**src/rtl/eaPkg.sv**
```systemverilog
package eaPkg;

  typedef enum logic [2:0] {
    MD_ABS_S    = 3'd0,
    MD_ABS_L    = 3'd1,
    MD_IMM_S    = 3'd2,
    MD_IMM_L    = 3'd3,
    MD_PCREL    = 3'd4,
    MD_MEMIND   = 3'd5,
    MD_PREDEC   = 3'd6,
    MD_IMPLICIT = 3'd7
  } eaMode_e;

  // strobes from control to datapath, at most one high per cycle
  typedef struct packed {
    logic loadDirect;
    logic loadPtr;
    logic loadFetched;
    logic clearData;
  } eaStrobe_t;

  function automatic logic illegalCombo(input eaMode_e m, input logic w);
    return !w && (m == MD_IMM_L || m == MD_PCREL || m == MD_MEMIND);
  endfunction

endpackage

```
**src/rtl/eaCtrl.sv**
```systemverilog
module eaCtrl
  import eaPkg::*;
(
  input  logic      clk,
  input  logic      rstN,
  input  logic      startOp,
  input  logic [2:0] modeSel,
  input  logic      wordSize,
  input  logic      ptrValid,
  output eaStrobe_t strb,
  output logic      resultValid,
  output logic      errFlag,
  output logic      regWrEn,
  output logic      ptrReq
);

  typedef enum logic {ST_IDLE, ST_FETCH} ctlState_e;

  ctlState_e state;
  eaMode_e   mode;
  logic      accept;
  logic      bad;

  always_comb begin
    mode             = eaMode_e'(modeSel);
    accept           = startOp && (state == ST_IDLE);
    bad              = illegalCombo(mode, wordSize);
    strb.loadDirect  = accept && !bad && (mode != MD_MEMIND);
    strb.loadPtr     = accept && !bad && (mode == MD_MEMIND);
    strb.loadFetched = (state == ST_FETCH) && ptrValid;
    strb.clearData   = accept && bad;
  end

  always_ff @(posedge clk) begin
    if (!rstN) begin
      state       <= ST_IDLE;
      resultValid <= 1'b0;
      errFlag     <= 1'b0;
      regWrEn     <= 1'b0;
    end else begin
      if (strb.loadPtr)          state <= ST_FETCH;
      else if (strb.loadFetched) state <= ST_IDLE;
      resultValid <= strb.loadDirect || strb.clearData || strb.loadFetched;
      errFlag     <= strb.clearData;
      regWrEn     <= strb.loadDirect && (mode == MD_PREDEC);
    end
  end

  assign ptrReq = (state == ST_FETCH);

  AST_ERR_NO_WB: assert property (@(posedge clk) disable iff (!rstN)
    errFlag |-> !regWrEn);
  AST_WB_WITH_DONE: assert property (@(posedge clk) disable iff (!rstN)
    regWrEn |-> resultValid && !errFlag);
  AST_FETCH_DONE: assert property (@(posedge clk) disable iff (!rstN)
    (ptrReq && ptrValid) |=> (resultValid && !ptrReq && !errFlag && !regWrEn));
  AST_NO_DONE_WHILE_WAIT: assert property (@(posedge clk) disable iff (!rstN)
    ptrReq |-> !resultValid);

endmodule

```
**src/rtl/eaDatapath.sv**
```systemverilog
module eaDatapath
  import eaPkg::*;
#(
  parameter int ADDR_W  = 16,
  parameter int FIELD_W = 8
) (
  input  logic                       clk,
  input  logic                       rstN,
  input  eaStrobe_t                  strb,
  input  logic [2:0]                 modeSel,
  input  logic                       wordSize,
  input  logic [FIELD_W-1:0]         fieldShort,
  input  logic [ADDR_W-1:0]          fieldLong,
  input  logic [ADDR_W-1:0]          nextPc,
  input  logic [ADDR_W-1:0]          regVal,
  input  logic [ADDR_W-1:0]          ptrData,
  output logic [ADDR_W-1:0]          effAddr,
  output logic [ADDR_W-1:0]          opValue,
  output logic [$clog2(FIELD_W)-1:0] bitNum,
  output logic [ADDR_W-1:0]          regWrData,
  output logic [ADDR_W-1:0]          ptrAddr
);

  localparam int PAGE_W = ADDR_W - FIELD_W;
  localparam int BIT_W  = $clog2(FIELD_W);
  localparam logic [PAGE_W-1:0] TOP_PAGE  = {PAGE_W{1'b1}};
  localparam logic [PAGE_W-1:0] ZERO_PAGE = '0;

  function automatic logic [ADDR_W-1:0] alignIf(input logic [ADDR_W-1:0] a, input logic w);
    return w ? {a[ADDR_W-1:1], 1'b0} : a;
  endfunction

  eaMode_e            mode;
  logic [ADDR_W-1:0]  decVal;
  logic [ADDR_W-1:0]  sextDisp;
  logic [ADDR_W-1:0]  candEa;
  logic [ADDR_W-1:0]  candOp;

  always_comb begin
    mode     = eaMode_e'(modeSel);
    decVal   = regVal - (wordSize ? ADDR_W'(2) : ADDR_W'(1));
    sextDisp = {{PAGE_W{fieldShort[FIELD_W-1]}}, fieldShort};
    candEa   = '0;
    candOp   = '0;
    case (mode)
      MD_ABS_S:    candEa = alignIf({TOP_PAGE, fieldShort}, wordSize);
      MD_ABS_L:    candEa = alignIf(fieldLong, wordSize);
      MD_IMM_S:    candOp = {ZERO_PAGE, fieldShort};
      MD_IMM_L:    candOp = fieldLong;
      MD_PCREL:    candEa = alignIf(nextPc + sextDisp, 1'b1);
      MD_PREDEC:   candEa = alignIf(decVal, wordSize);
      MD_IMPLICIT: candOp = wordSize ? ADDR_W'(2) : ADDR_W'(1);
      default:     candEa = '0;
    endcase
  end

  always_ff @(posedge clk) begin
    if (!rstN) begin
      effAddr   <= '0;
      opValue   <= '0;
      bitNum    <= '0;
      regWrData <= '0;
      ptrAddr   <= '0;
    end else begin
      if (strb.loadDirect) begin
        effAddr <= candEa;
        opValue <= candOp;
        bitNum  <= fieldShort[BIT_W-1:0];
        if (mode == MD_PREDEC) regWrData <= decVal;
      end
      if (strb.loadPtr) begin
        ptrAddr <= {ZERO_PAGE, fieldShort[FIELD_W-1:1], 1'b0};
        bitNum  <= fieldShort[BIT_W-1:0];
      end
      if (strb.loadFetched) begin
        effAddr <= alignIf(ptrData, 1'b1);
        opValue <= '0;
      end
      if (strb.clearData) begin
        effAddr <= '0;
        opValue <= '0;
        bitNum  <= '0;
      end
    end
  end

  AST_ONE_STROBE: assert property (@(posedge clk) disable iff (!rstN)
    $onehot0(strb));

endmodule

```
**src/rtl/eaUnit.sv**
```systemverilog
module eaUnit
  import eaPkg::*;
#(
  parameter int ADDR_W  = 16,
  parameter int FIELD_W = 8
) (
  input  logic                       clk,
  input  logic                       rstN,
  input  logic                       startOp,
  input  logic [2:0]                 modeSel,
  input  logic                       wordSize,
  input  logic [FIELD_W-1:0]         fieldShort,
  input  logic [ADDR_W-1:0]          fieldLong,
  input  logic [ADDR_W-1:0]          nextPc,
  input  logic [ADDR_W-1:0]          regVal,
  input  logic                       ptrValid,
  input  logic [ADDR_W-1:0]          ptrData,
  output logic                       resultValid,
  output logic                       errFlag,
  output logic [ADDR_W-1:0]          effAddr,
  output logic [ADDR_W-1:0]          opValue,
  output logic [$clog2(FIELD_W)-1:0] bitNum,
  output logic                       regWrEn,
  output logic [ADDR_W-1:0]          regWrData,
  output logic                       ptrReq,
  output logic [ADDR_W-1:0]          ptrAddr
);

  localparam int PAGE_W = ADDR_W - FIELD_W;

  eaStrobe_t strb;

  eaCtrl uCtrl (
    .clk(clk), .rstN(rstN), .startOp(startOp), .modeSel(modeSel),
    .wordSize(wordSize), .ptrValid(ptrValid), .strb(strb),
    .resultValid(resultValid), .errFlag(errFlag), .regWrEn(regWrEn),
    .ptrReq(ptrReq)
  );

  eaDatapath #(.ADDR_W(ADDR_W), .FIELD_W(FIELD_W)) uData (
    .clk(clk), .rstN(rstN), .strb(strb), .modeSel(modeSel),
    .wordSize(wordSize), .fieldShort(fieldShort), .fieldLong(fieldLong),
    .nextPc(nextPc), .regVal(regVal), .ptrData(ptrData),
    .effAddr(effAddr), .opValue(opValue), .bitNum(bitNum),
    .regWrData(regWrData), .ptrAddr(ptrAddr)
  );

  AST_PTR_ZERO_PAGE: assert property (@(posedge clk) disable iff (!rstN)
    ptrReq |-> (ptrAddr[ADDR_W-1:FIELD_W] == PAGE_W'(0)) && !ptrAddr[0]);
  AST_PTR_HOLD: assert property (@(posedge clk) disable iff (!rstN)
    (ptrReq && $past(ptrReq)) |-> $stable(ptrAddr));
  AST_WB_MATCHES_EA: assert property (@(posedge clk) disable iff (!rstN)
    regWrEn |-> (effAddr[ADDR_W-1:1] == regWrData[ADDR_W-1:1]));

endmodule

```
**config.mk**
```make
export PLATFORM = sky130hd
export DESIGN_NAME = eaUnit
export DESIGN_NICKNAME = d
export VERILOG_FILES = /design/src/rtl/eaPkg.sv /design/src/rtl/eaCtrl.sv /design/src/rtl/eaDatapath.sv /design/src/rtl/eaUnit.sv
export SDC_FILE = /design/constraint.sdc
export NUM_CORES = 1
export LEC_CHECK = 0
export ABC_AREA = 1
export ABC_CLOCK_PERIOD_IN_PS = 3830
export BUFFER_PORTS_ARGS = -buffer_cell sky130_fd_sc_hd__buf_4
export CELL_PAD_IN_SITES_DETAIL_PLACEMENT = 1
export CELL_PAD_IN_SITES_GLOBAL_PLACEMENT = 1
export CORE_MARGIN = 2
export CORE_UTILIZATION = 37
export CTS_BUF_LIST = sky130_fd_sc_hd__clkbuf_8
export DETAILED_ROUTE_END_ITERATION = 10
export PLACE_DENSITY_LB_ADDON = 0.1
export REMOVE_ABC_BUFFERS = 1
export SLEW_MARGIN = 20
export SYNTH_ARGS = -nofsm -noshare
export SYNTH_HDL_FRONTEND = slang
export SYNTH_SLANG_ARGS = --single-unit
```
**constraint.sdc**
```tcl
create_clock -name clk -period 3.83 [get_ports clk]
set_clock_uncertainty 0.05 [all_clocks]
set_input_delay 0.383 -clock clk [delete_from_list [all_inputs] [get_ports clk]]
set_output_delay 0.383 -clock clk [all_outputs]
set_load 0.1 [all_outputs]
```
Word level (Yosys, flattened, before mapping):

Index checks and enable logic that the tools add are counted.
Widths: inputs -> output; s select.

* bits in registers: 62
* input port bits: 80
* output and inout port bits: 71
* word-level logic and storage cells: 55

* add/subtract/negate cells: 2
* equal/unequal tests: 8
* multiplexer cells: 12
* bitwise operators: 2
* reductions and logical operators: 21

Operators with widths (count)
* $pmux 16 s4: 1
* $pmux 16 s3: 1
* $mux 16: 2
* $add 16x16->16: 1
* $sub 16x2->16: 1
* $eq 3x3->1 const B: 4
* $logic_and 1x1->1: 8
* $eq 3x2->1 const B: 2
* $mux 3: 2
* $reduce_bool 2->1: 3
* $mux 1: 5
* $logic_or 1x1->1: 4
* $eq 3x1->1 const B: 1
* $logic_not 3->1: 1
* $ne 3x3->1 const B: 1
* $reduce_or 3->1: 1
* $logic_not 1->1: 2
* $mux 2: 1
* $not 1->1: 2
* $reduce_and 2->1: 1
* $reduce_or 2->1: 1

Longest topological paths before layout:

Gate-level depths: netlist (run 1).

* depth after elaboration: 9
* mapped depth: 15
* gate-level depth less buffers: 15

Cells and area by module:

From an unflattened synthesis (run 1), not the netlist that was laid out.

* cell total of the unflattened synthesis: 669
* area total of the unflattened synthesis: 4301.6 sq um

By module, submodules not included
* eaDatapath: times used 1, cells an instance 635, area each 4081.4 sq um, seq. area each 1161.1 sq um
* eaCtrl: times used 1, cells an instance 34, area each 220.2 sq um, seq. area each 80.1 sq um

Least setup slack after synthesis (run 1):

No wires, ideal clock.

* path type: input to register
* start: input port wordSize
* end: register uData.effAddr[10]
* setup time: 137 ps
* arrival time: 1963 ps
* required time: 3643 ps
* setup slack: 1681 ps
* cell stages on the path: 14
* path buffers: 0
* path through: inv_1 > ha_1 > inv_1 > fa_1 > inv_1 > nand3_1 > nor2_1 > nand3_1 > nand3_1 > nand2_1 > inv_1 > nand2_1 > nand2_1 > a21oi_1

* cells in the longest elaborated chain, start to end: 6
* elaborated cells between the ends (all ways): 13
* those cells by class: add/sub (1); mux (4); reduce/logical (8)

Ends and longest elaborated chain
* start, declared: line eaUnit.sv:11 `input logic wordSize,`
* branches (longest 6 deep; another with $sub 16x2->16)
* end signal, assigned: line eaDatapath.sv:66 `effAddr <= candEa;`
* end signal, assigned: line eaDatapath.sv:76 `effAddr <= alignIf(ptrData, 1'b1);`
* end, declared: line eaDatapath.sv:17 `output logic [ADDR_W-1:0] effAddr,`

Parallel ways; which one is timed is not known. The select of a mux whose other input is x is not followed.
A chain may end at the register's enable or synchronous reset.

Worst setup path in the final report (run 1):

* start: input port wordSize
* end: register uData.effAddr[8]

The elaborated chain is that of the path after synthesis.

==> flow_metrics.py, run 1 <==
metrics = {
    "outcome": {
        "status": "complete, no violations",
    },
    "placement": {
        "io_buffer_count": 140,
        "dp.cells": 971,
        "hpwl_mm": 12.63,
        "place.gp.congestion": 0.8945,
        "pre_cts_slack_ns": 1.079,
    },
    "synthesis": {
        "yosysWarnings": 0,
        "ys_dominant_reg_cell": "dfxtp_1",
        "ys_ff_latch": 62,
        "ys_seq_area_share_pct": 29.19,
        "synth_fa_ha_area_share_pct": 5.945,
        "synth_compound_area_share_pct": 13.68,
        "avgSynthCellArea_sq_um": 6.048,
        "synth_top_family_by_area": "simple AND/OR/NAND/NOR gates",
        "yosysTopAreaCell": "dfxtp_1",
        "synthMuxAreaShare_pct": 0,
        "synthSimpleGateAreaFrac_pct": 36.93,
        "synth_cell_types": 34,
        "synth-edff-count": 0,
        "synth_top_area_share_pct": 29.19,
        "async_reset_ff_share_pct": 0,
        "synth_most_common_cell": "nand2_1",
        "yosys-top-cells-count": "244 x nand2_1, 92 x inv_1, 69 x a21oi_1, 62 x dfxtp_1, 54 x nand3_1",
        "syn-cell-area_sq_mm": 0.004252,
        "syn_inst": 703,
        "synth_area_leaders": "dfxtp_1 29%, nand2_1 22%, a21oi_1 8.1%",
        "synth-xor-area-share_pct": 1.442,
    },
    "sta": {
        "slew_violations": 0,
        "setup_viol": 0,
        "finalHoldViolations": 0,
        "period_share_pct": 63.75,
        "post-route-min-period_ns": 2.442,
        "relSlewSlack_pct": 42.33,
        "worstMarginPinSlew_ns": 0.8618,
        "fmax_ghz": 0.4095,
        "rsz0062_at_grt": "false",
        "fin_setup_tns_ns": 0,
        "setup_ws_ns": 1.388,
    },
    "drt": {
        "postRouteWirelength_mm": 15.61,
        "dr.pass1.iters": 4,
        "postRouteAntennaNets": 0,
        "wire_per_inst_microns": 15.82,
        "drc": 0,
        "drt_iter0_markers": 215,
        "via_per_inst": 5.000,
        "vias": 4935,
    },
    "pwr": {
        "p_per_area_mw_per_mm2": 339.9,
        "ir_drop_uv": 188.2,
        "power_w": 0.001897,
        "p_leak_nw": 2.929,
    },
    "clock_network": {
        "clk_pin_slew_worst_paths_ns": 0.07,
        "clk_latency_ns": 0.35,
        "cts.htree.levels": 3,
        "cts-resized-gates": 0,
        "cts_buffer_depth": 2,
        "cts_made_buffers": 9,
        "clock_sinks": 62,
        "cts_root_buffer": "clkbuf_8",
        "cts_setup_buffers": 0,
        "cts_hold_buf": 0,
        "cts_tree": "built",
    },
    "worst_setup_path": {
        "critPathMaxStageDelay_ns": 0.39,
        "cp.required_ns": 4.07,
        "start_kind": "input pin",
        "crit_buf_inv": 4,
        "cpLargestDelayFamily": "simple AND/OR/NAND/NOR gates",
        "critPathMaxFanout": 9,
        "worstSetupPathType": "in2reg",
        "cp_cell_sequence": "buf_4, inv_1, ha_1, inv_1, fa_1, inv_1, nand3_1, nor2_1, xor2_1, nand2_1, nand2_1, o21ai_0, a21oi_1",
        "cp_slowest_cell": "fa_1",
        "cp-end-kind": "flop",
        "path_common_cell": "inv_1",
        "cp.arrival_ns": 2.68,
    },
    "floorplan": {
        "start_util_pct": 37.56,
        "die_h_microns": 111.2,
        "core_sq_mm": 0.01132,
        "row_count": 39,
        "num_io_pins": 151,
        "chipWidth_microns": 111.2,
        "die_area_sq_mm": 0.01236,
    },
    "global_route": {
        "grt_max_degree": 34,
        "track_usage_pct": 25.12,
        "grt_pass1_wl_mm": 25.08,
        "grt-ovfl-total": 0,
        "grt_antenna_before_repair": 0,
        "first_global_vias": 5031,
    },
    "layout": {
        "syn2layout_area_growth_pct": 31.25,
        "drive_gt1_share_pct": 21.56,
        "instances_no_fill": 987,
        "n_antenna_cell": 0,
        "nets": 938,
        "n_fill_cell": 1586,
        "seqCellArea_sq_mm": 0.001241,
        "multiInputGateArea_sq_mm": 0.002500,
    },
    "worst_hold_path": {
        "hold_path_class": "in2reg",
    },
    "run": {
        "maxCapViolations": 0,
    },
}
## report_power, final
group | switching, W | internal, W
combinational | 0.000445 | 0.000174
sequential | 0.0000119 | 0.000666
clock | 0.000283 | 0.000317
## tightest hold or removal path, delay by kind of cell
| family | cells | cell delay [ns] |
|---|---|---|
| buffers and inverters | 1 | 0.11 |
| AO/OA/AOI/OAI | 1 | 0.07 |
| AND/OR/NAND/NOR | 1 | 0.05 |
## layout by cell type, fill, tap and decap left out
master / netlist / final
nand4_1: 4 / 4
clkinv_4: 0 / 1
a221o_1: 1 / 1
xor2_1: 6 / 6
nor2_4: 1 / 1
nand2_2: 2 / 2
ha_1: 17 / 17
o22ai_1: 10 / 10
nor3_1: 8 / 8
inv_2: 8 / 8
or2_2: 4 / 4
inv_6: 0 / 1
xnor2_1: 1 / 1
nand2_1: 244 / 244
buf_4: 10 / 143
o211ai_1: 2 / 2
bufinv_16: 0 / 1
inv_1: 92 / 93
a22o_1: 1 / 1
nand3_1: 54 / 54
clkinv_2: 0 / 2
fa_1: 2 / 2
conb_1: 1 / 9
a21oi_1: 69 / 69
nor2_1: 52 / 52
clkbuf_8: 0 / 10
dfxtp_1: 62 / 62
nand3_2: 1 / 1
nor3_2: 1 / 1
a31oi_1: 3 / 3
nor2_2: 1 / 1
nand3b_1: 5 / 5
nand2_4: 1 / 1
a21oi_2: 3 / 3
inv_4: 2 / 2
o21ai_0: 19 / 19
## cell families (layout without fill, tap and decap cells)
family / after synthesis / count (layout)
xor gates and xnor gates: 7 / 7
DFF: 62 / 62
other: 1 / 9
buffers and inverters: 128 / 261
adders and majority gates: 19 / 19
and+or+nand+nor: 378 / 378
AOI/OAI and AO/OA: 108 / 108
## per-stage QoR
step	util (%)	hold slack, ns	instance area, sq um
after floorplan	-	0.4687	4129
after global placement	47.54	0.4091	5381
after detailed placement	47.54	0.4107	5381
after CTS	49.29	0.2418	5580
after global routing	49.29	0.2629	5580
final	49.29	0.2609	5580
## cell type report
class / count / share of cell area [%]
clock buffer: 10 / 2.466
clock inverter: 6 / 1.099
inverter: 102 / 6.951
multi-input combinational: 521 / 44.80
sequential: 62 / 22.24
tap: 143 / 3.206
timing repair buffer: 143 / 19.24
## worst paths after layout
path | cells past startpoint | start | to | slack [ns]
worst min register to register | 2 | uData.opValue[0] | uData.opValue[0] | 0.42
worst min-delay path | 3 | ptrData[2] | uData.effAddr[2] | 0.26
worst max-delay path | 13 | wordSize | uData.effAddr[8] | 1.39
worst max register to register | 7 | uCtrl.ptrReq | uData.opValue[13] | 1.78
## layer usage
layer	wire, microns	track usage [%]	vias up
met5	0	0	-
met4	235	6.584	0
met3	994	6.397	16
met2	7634	43.98	125
met1	6750	30.64	2312
li1	-	-	2482
## registers in the layout (all words and copies together), names as in the netlist
signal	flops
uCtrl.errFlag	1
uData.effAddr	16
uData.regWrData	16
uData.ptrAddr	7
uCtrl.resultValid	1
uCtrl.regWrEn	1
uData.bitNum	3
uCtrl.ptrReq	1
uData.opValue	16
(Power assumes the default switching activity.)
==> inputs of run 2 (changes only) <==
--- a/config.mk
+++ b/config.mk
@@ -5,13 +5,13 @@
 export SDC_FILE = /design/constraint.sdc
 export NUM_CORES = 1
 export LEC_CHECK = 0
-export ABC_AREA = 1
-export ABC_CLOCK_PERIOD_IN_PS = 3830
+export ABC_AREA = 0
+export ABC_CLOCK_PERIOD_IN_PS = 2300
 export BUFFER_PORTS_ARGS = -buffer_cell sky130_fd_sc_hd__buf_4
 export CELL_PAD_IN_SITES_DETAIL_PLACEMENT = 1
 export CELL_PAD_IN_SITES_GLOBAL_PLACEMENT = 1
 export CORE_MARGIN = 2
-export CORE_UTILIZATION = 37
+export CORE_UTILIZATION = 36
 export CTS_BUF_LIST = sky130_fd_sc_hd__clkbuf_8
 export DETAILED_ROUTE_END_ITERATION = 10
 export PLACE_DENSITY_LB_ADDON = 0.1
==> constraint.sdc (replaced) <==
create_clock -name clk -period 2.3 [get_ports clk]
set_clock_uncertainty 0.05 [all_clocks]
set_input_delay 0.23 -clock clk [delete_from_list [all_inputs] [get_ports clk]]
set_output_delay 0.23 -clock clk [all_outputs]
set_load 0.1 [all_outputs]
==> run 2 against run 1 <==
Die area shrank 2.5%. Register-to-register slack worse by 1.5 ns. Hold slack lost 0.16 ns. Non-clock buffer count up 30. Critical path depth down 3. Global-route usage up 0.63 points. Utilization rose by 2.0 points. Synthesized cell count fell by 27%. Routed wire length fell by 2.1%. Critical path type unchanged. Highest routed layer unchanged.
==> flow_metrics.py, run 2 <==
metrics = {
    "outcome": {
        "status": "complete, no violations",
    },
    "placement": {
        "pre_cts_slack_ns": -0.08839,
        "place.gp.congestion": 0.8313,
        "io_buffer_count": 140,
        "dp.cells": 793,
        "hpwl_mm": 12.35,
    },
    "sta": {
        "fin_hold_ws_ns": 0.09887,
        "period_share_pct": 89.87,
        "fmax_ghz": 0.4838,
        "slew_violations": 0,
        "setup_ws_ns": 0.2329,
        "finalHoldViolations": 0,
        "post-route-min-period_ns": 2.067,
        "worstMarginPinSlew_ns": 0.9319,
        "relSlewSlack_pct": 37.74,
        "rsz0062_at_grt": "false",
        "setup_viol": 0,
    },
    "worst_setup_path": {
        "cp-end-kind": "flop",
        "start_kind": "input pin",
        "rr_endpoint": "uData.effAddr[15]",
        "cp.required_ns": 2.49,
        "worstSetupPathType": "in2reg",
        "rr_worst_depth": 8,
        "r2r_setup_slack_ns": 0.26,
        "cp.arrival_ns": 2.26,
        "r2r_start": "uCtrl.ptrReq",
        "critPathMaxFanout": 4,
    },
    "floorplan": {
        "num_io_pins": 151,
        "chipWidth_microns": 109.8,
        "core_sq_mm": 0.01089,
        "row_count": 38,
        "die_h_microns": 109.8,
        "die_area_sq_mm": 0.01206,
        "start_util_pct": 37.03,
    },
    "clock_network": {
        "clk_pin_slew_worst_paths_ns": 0.08,
        "cts_buffer_depth": 2,
        "clock_sinks": 62,
        "cts_made_buffers": 9,
        "clk_latency_ns": 0.35,
        "cts_root_buffer": "clkbuf_8",
        "cts_tree": "built",
        "cts.htree.levels": 3,
    },
    "global_route": {
        "grt_antenna_before_repair": 0,
        "first_global_vias": 4606,
        "track_usage_pct": 25.75,
        "grt_max_degree": 28,
        "grt_pass1_wl_mm": 23.68,
        "grt-ovfl-total": 0,
    },
    "pwr": {
        "power.internal_w": 0.002064,
        "p_leak_nw": 2.460,
        "netSwitchingFraction_pct": 36.74,
        "power_frac_seq_pct": 34.5,
        "power_w": 0.003262,
        "p_switching_w": 0.001199,
        "p_per_area_mw_per_mm2": 584.1,
        "p_comb_share_pct": 32.5,
        "ir_drop_uv": 349.2,
        "clkPwrFrac_pct": 32.9,
    },
    "drt": {
        "drc": 0,
        "dr.pass1.iters": 4,
        "wire_per_inst_microns": 18.90,
        "postRouteWirelength_mm": 15.29,
        "via_per_inst": 5.586,
        "drt_iter0_markers": 183,
        "vias": 4519,
        "postRouteAntennaNets": 0,
    },
    "synthesis": {
        "syn_inst": 511,
        "yosysWarnings": 0,
        "synth_cell_types": 61,
        "avgSynthCellArea_sq_um": 7.889,
        "yosysTopAreaCell": "dfxtp_1",
        "synth-edff-count": 0,
        "synth_area_leaders": "dfxtp_1 31%, nand2_1 5.7%, ha_1 5.3%",
        "ys_dominant_reg_cell": "dfxtp_1",
        "syn-cell-area_sq_mm": 0.004031,
        "synth_most_common_cell": "dfxtp_1",
        "ys_seq_area_share_pct": 30.79,
        "synth_top_area_share_pct": 30.79,
        "async_reset_ff_share_pct": 0,
        "ys_ff_latch": 62,
        "yosys-top-cells-count": "62 x dfxtp_1, 61 x nand2_1, 40 x a21oi_1, 37 x nor2_1, 35 x o21ai_0",
    },
    "layout": {
        "syn2layout_area_growth_pct": 38.55,
        "mostFrequentLayoutCell": "buf_4",
        "multiInputGateArea_sq_mm": 0.002605,
        "drive_gt1_share_pct": 29.45,
        "seqCellArea_sq_mm": 0.001241,
        "n_antenna_cell": 0,
        "postLayoutCoreUtil_pct": 51.30,
        "instances_no_fill": 809,
        "reg_top3": "uData.effAddr: 16 flops, uData.opValue: 16 flops, uData.regWrData: 16 flops",
        "nets": 763,
        "n_fill_cell": 1361,
        "final_cell_mix": "171 x buf_4, 62 x dfxtp_1, 61 x nand2_1, 40 x a21oi_1, 37 x nor2_1",
    },
    "worst_hold_path": {
        "min_path_cells": 3,
        "hold_end": "uData.opValue[12]",
        "holdCritStartpoint": "fieldLong[12]",
        "hold_path_class": "in2reg",
    },
    "run": {
        "maxCapViolations": 0,
    },
}
==> run 2: through the flow <==
stage                     area, sq um  setup TNS [ns]
after global routing             5585               0
after detailed placement         5363         -0.1820
final                            5585               0
after floorplan                  3849          -20.34
after CTS                        5577               0
after global placement           5363               0
==> run 2: layer usage <==
metal	vias to the layer above	wire, microns	share of wire [%]	track usage (%)
li1	2148	-	-	-
met1	2194	6535	43	32.65
met2	154	7564	49	43.95
met3	23	855	5.6	4.149
met4	0	336	2.2	9.042
met5	-	0	0	0
==> run 2: cell families (layout without fill, tap and decap cells) <==
logic type | after synthesis | in the layout | synth area share (%)
adders and majority gates | 19 | 19 | 6.269
muxes | 15 | 15 | 3.724
AOI/OAI and AO/OA | 153 | 153 | 24.86
and+or+nand+nor | 193 | 193 | 23.56
other | 1 | 9 | 0.09302
DFF | 62 | 62 | 30.79
xor gates and xnor gates | 22 | 22 | 4.780
buffers and inverters | 46 | 196 | 5.928
==> run 2: how the worst max path moves through the flow <==
stage                      start                 to  slack [ns]  cells after the start
floorplan           uCtrl.ptrReq  uData.effAddr[13]       -0.77                      5
global placement        wordSize   uData.effAddr[8]        0.03                     10
detailed placement      wordSize   uData.effAddr[8]       -0.09                     10
CTS                 uCtrl.ptrReq  uData.effAddr[10]        0.09                      6
global route        uCtrl.ptrReq  uData.effAddr[15]        0.15                      8
finish                  wordSize   uData.effAddr[8]        0.23                     10
==> run 2: what timing repair did <==
item,in CTS,in global routing
buffers inserted,0,0
endpoints found under the hold margin,0,0
setup endpoints to repair,0,2
hold buffers,0,0
resized for setup,0,1
==> run 2: final cells by class <==
type                    instances  share of cell area [%]
clock buffers                   9                   2.218
clock inverters                 7                   1.613
inverters                       7                  0.4704
multi-input cells             411                   46.64
flip-flops and latches         62                   22.22
well taps                     140                   3.136
repair buffers                173                   23.70
==> run 2: power groups by stage <==
stage | logic [W] | clock network, W | registers [W]
after global placement | 0.00103 | 0 | 0.00115
after detailed placement | 0.00105 | 0 | 0.00115
after CTS | 0.00106 | 0.00109 | 0.00113
after global routing | 0.00113 | 0.00115 | 0.00113
final | 0.00106 | 0.00107 | 0.00113
after floorplan | 0.000421 | 0 | 0.00139
==> run 2: worst max-delay path, stage by stage <==
cell and delay (ns):
buf_4 0.12, inv_1 0.11, ha_1 0.16, inv_1 0.05, fa_1 0.41, nor4_1 0.40, xnor2_1 0.24, o21ai_0 0.21
a211oi_1 0.26, nor2_1 0.07
==> inputs of run 3 (changes only) <==
--- a/config.mk
+++ b/config.mk
@@ -6,12 +6,12 @@
 export NUM_CORES = 1
 export LEC_CHECK = 0
 export ABC_AREA = 0
-export ABC_CLOCK_PERIOD_IN_PS = 2300
+export ABC_CLOCK_PERIOD_IN_PS = 1900
 export BUFFER_PORTS_ARGS = -buffer_cell sky130_fd_sc_hd__buf_4
 export CELL_PAD_IN_SITES_DETAIL_PLACEMENT = 1
 export CELL_PAD_IN_SITES_GLOBAL_PLACEMENT = 1
 export CORE_MARGIN = 2
-export CORE_UTILIZATION = 36
+export CORE_UTILIZATION = 33
 export CTS_BUF_LIST = sky130_fd_sc_hd__clkbuf_8
 export DETAILED_ROUTE_END_ITERATION = 10
 export PLACE_DENSITY_LB_ADDON = 0.1
==> constraint.sdc (replaced) <==
create_clock -name clk -period 1.9 [get_ports clk]
set_clock_uncertainty 0.05 [all_clocks]
set_input_delay 0.19 -clock clk [delete_from_list [all_inputs] [get_ports clk]]
set_output_delay 0.19 -clock clk [all_outputs]
set_load 0.1 [all_outputs]
==> run 3 against run 2 <==
Register-to-register slack got worse by 0.17 ns. Flip-flop and latch count did not move. Largest cell class unchanged. Utilization is 0.19 points higher.
==> flow_metrics.py, run 3 (synthesis results as in run 2) <==
metrics = {
    "sta": {
        "relSlewSlack_pct": 58.86,
        "period_share_pct": 96.76,
        "setup_ws_ns": 0.06161,
        "slew_violations": 0,
        "rsz0062_at_grt": "true",
        "post-route-min-period_ns": 1.838,
        "setup_viol": 0,
        "finalHoldViolations": 0,
        "worstMarginPinSlew_ns": 0.6157,
        "fmax_ghz": 0.5440,
    },
    "global_route": {
        "grt_antenna_before_repair": 0,
        "grt-ovfl-total": 0,
        "first_global_vias": 5001,
        "grt_max_degree": 18,
        "track_usage_pct": 25.53,
        "grt_pass1_wl_mm": 25.83,
    },
    "worst_setup_path": {
        "rr_endpoint": "uData.effAddr[13]",
        "r2r_start": "uCtrl.ptrReq",
        "cp.arrival_ns": 2.04,
        "worstSetupPathType": "in2reg",
        "cp-startpoint": "fieldShort[2]",
        "crit_path_end": "uData.effAddr[8]",
        "start_kind": "input pin",
        "rr_worst_depth": 7,
        "r2r_setup_slack_ns": 0.09,
        "cp-end-kind": "flop",
        "critPathMaxFanout": 4,
        "cp.required_ns": 2.10,
    },
    "placement": {
        "hpwl_mm": 13.33,
        "place_area_sq_mm": 0.005869,
        "dp.cells": 868,
        "place.gp.congestion": 0.9127,
        "io_buffer_count": 140,
        "pre_cts_slack_ns": -0.3996,
    },
    "clock_network": {
        "clk_pin_slew_worst_paths_ns": 0.07,
        "cts.htree.levels": 3,
        "cts_buffer_depth": 2,
        "cts_made_buffers": 9,
        "cts_tree": "built",
        "cts_root_buffer": "clkbuf_8",
        "clock_sinks": 62,
        "clk_latency_ns": 0.36,
    },
    "pwr": {
        "clkPwrFrac_pct": 29.6,
        "power_frac_seq_pct": 34.0,
        "p_leak_nw": 2.810,
        "ir_drop_uv": 373.6,
        "p_per_area_mw_per_mm2": 651.6,
        "p_switching_w": 0.001494,
        "netSwitchingFraction_pct": 37.22,
        "p_comb_share_pct": 36.4,
        "power.internal_w": 0.002519,
    },
    "layout": {
        "design_area_sq_mm": 0.006158,
        "syn2layout_area_growth_pct": 52.76,
        "multiInputGateArea_sq_mm": 0.002676,
        "n_antenna_cell": 0,
        "postLayoutCoreUtil_pct": 51.49,
        "seqCellArea_sq_mm": 0.001241,
        "nets": 834,
        "final_cell_mix": "243 x buf_4, 62 x dfxtp_1, 61 x nand2_1, 39 x a21oi_1, 37 x nor2_1",
        "n_fill_cell": 1475,
        "reg_top3": "uData.effAddr: 16 flops, uData.opValue: 16 flops, uData.regWrData: 16 flops",
        "drive_gt1_share_pct": 37.94,
        "instances_no_fill": 885,
        "mostFrequentLayoutCell": "buf_4",
    },
    "run": {
        "maxCapViolations": 0,
    },
    "floorplan": {
        "core_sq_mm": 0.01196,
        "chipWidth_microns": 114.5,
        "num_io_pins": 151,
        "die_h_microns": 114.5,
        "start_util_pct": 33.70,
        "die_area_sq_mm": 0.01312,
        "row_count": 40,
    },
    "drt": {
        "drc": 0,
        "via_per_inst": 5.333,
        "drt_iter0_markers": 276,
        "dr.pass1.iters": 4,
        "wire_per_inst_microns": 18.51,
        "vias": 4720,
        "postRouteAntennaNets": 0,
        "postRouteWirelength_mm": 16.38,
    },
    "outcome": {
        "status": "complete, no violations",
    },
    "worst_hold_path": {
        "hold_path_class": "in2reg",
        "holdCritStartpoint": "fieldLong[9]",
    },
}
[run 3: final cells by class]
cell class | count | share of cell area [%]
multi-input combinational | 411 | 43.46
timing repair buffer | 244 | 29.95
sequential | 62 | 20.15
tap | 147 | 2.987
clock buffer | 10 | 2.235
clock inverter | 4 | 0.7924
inverter | 7 | 0.4267
[run 3: metal layers]
metal | up-vias | global-route usage [%] | routed length [microns]
met1 | 2260 | 31.85 | 7093
met3 | 21 | 3.706 | 805
met5 | - | 0 | 0
met2 | 149 | 44.62 | 8084
met4 | 0 | 9.106 | 395
li1 | 2290 | - | -
[run 3: power groups by stage]
stage / logic (W) / clock network, W / registers [W]
4_1_cts: 0.00143 / 0.00121 / 0.00137
3_5_place_dp: 0.00142 / 0 / 0.00140
2_1_floorplan: 0.000510 / 0 / 0.00168
6_report: 0.00146 / 0.00119 / 0.00137
3_3_place_gp: 0.00140 / 0 / 0.00139
5_1_grt: 0.00156 / 0.00126 / 0.00137
[run 3: worst min-delay path by stage]
stage | end | depth (start not counted) | slack [ns]
after floorplan | uCtrl.errFlag | 1 | 0.26
after global placement | uData.opValue[13] | 2 | 0.39
after detailed placement | uData.opValue[8] | 2 | 0.40
after CTS | uData.opValue[9] | 3 | 0.05
after global routing | uData.opValue[11] | 3 | 0.06
final | uData.opValue[9] | 3 | 0.06
[run 3: worst max-delay path: stages]
cell      delay, ns
buf_4          0.12
ha_1           0.34
nor2b_1        0.16
o31a_1         0.35
o21ai_0        0.30
buf_4          0.17
xnor2_1        0.09
a211oi_1       0.25
nor2_1         0.07
[run 3: per-stage QoR]
step | hold slack [ns] | total power, W | setup TNS (ns)
after detailed placement | 0.4007 | 0.002819 | -7.464
after global placement | 0.3934 | 0.002794 | -4.975
after floorplan | 0.2617 | 0.002189 | -44.74
final | 0.06120 | 0.004013 | 0
after global routing | 0.06175 | 0.004189 | -0.03700
after CTS | 0.04742 | 0.004007 | 0
[run 3: timing repair]
item,CTS,global route
pin swaps,1,5
resized for setup,1,16
setup endpoints to repair,18,32
endpoints found under the hold margin,0,0
cloned,0,0
hold buffers,0,0
buffers inserted,0,3
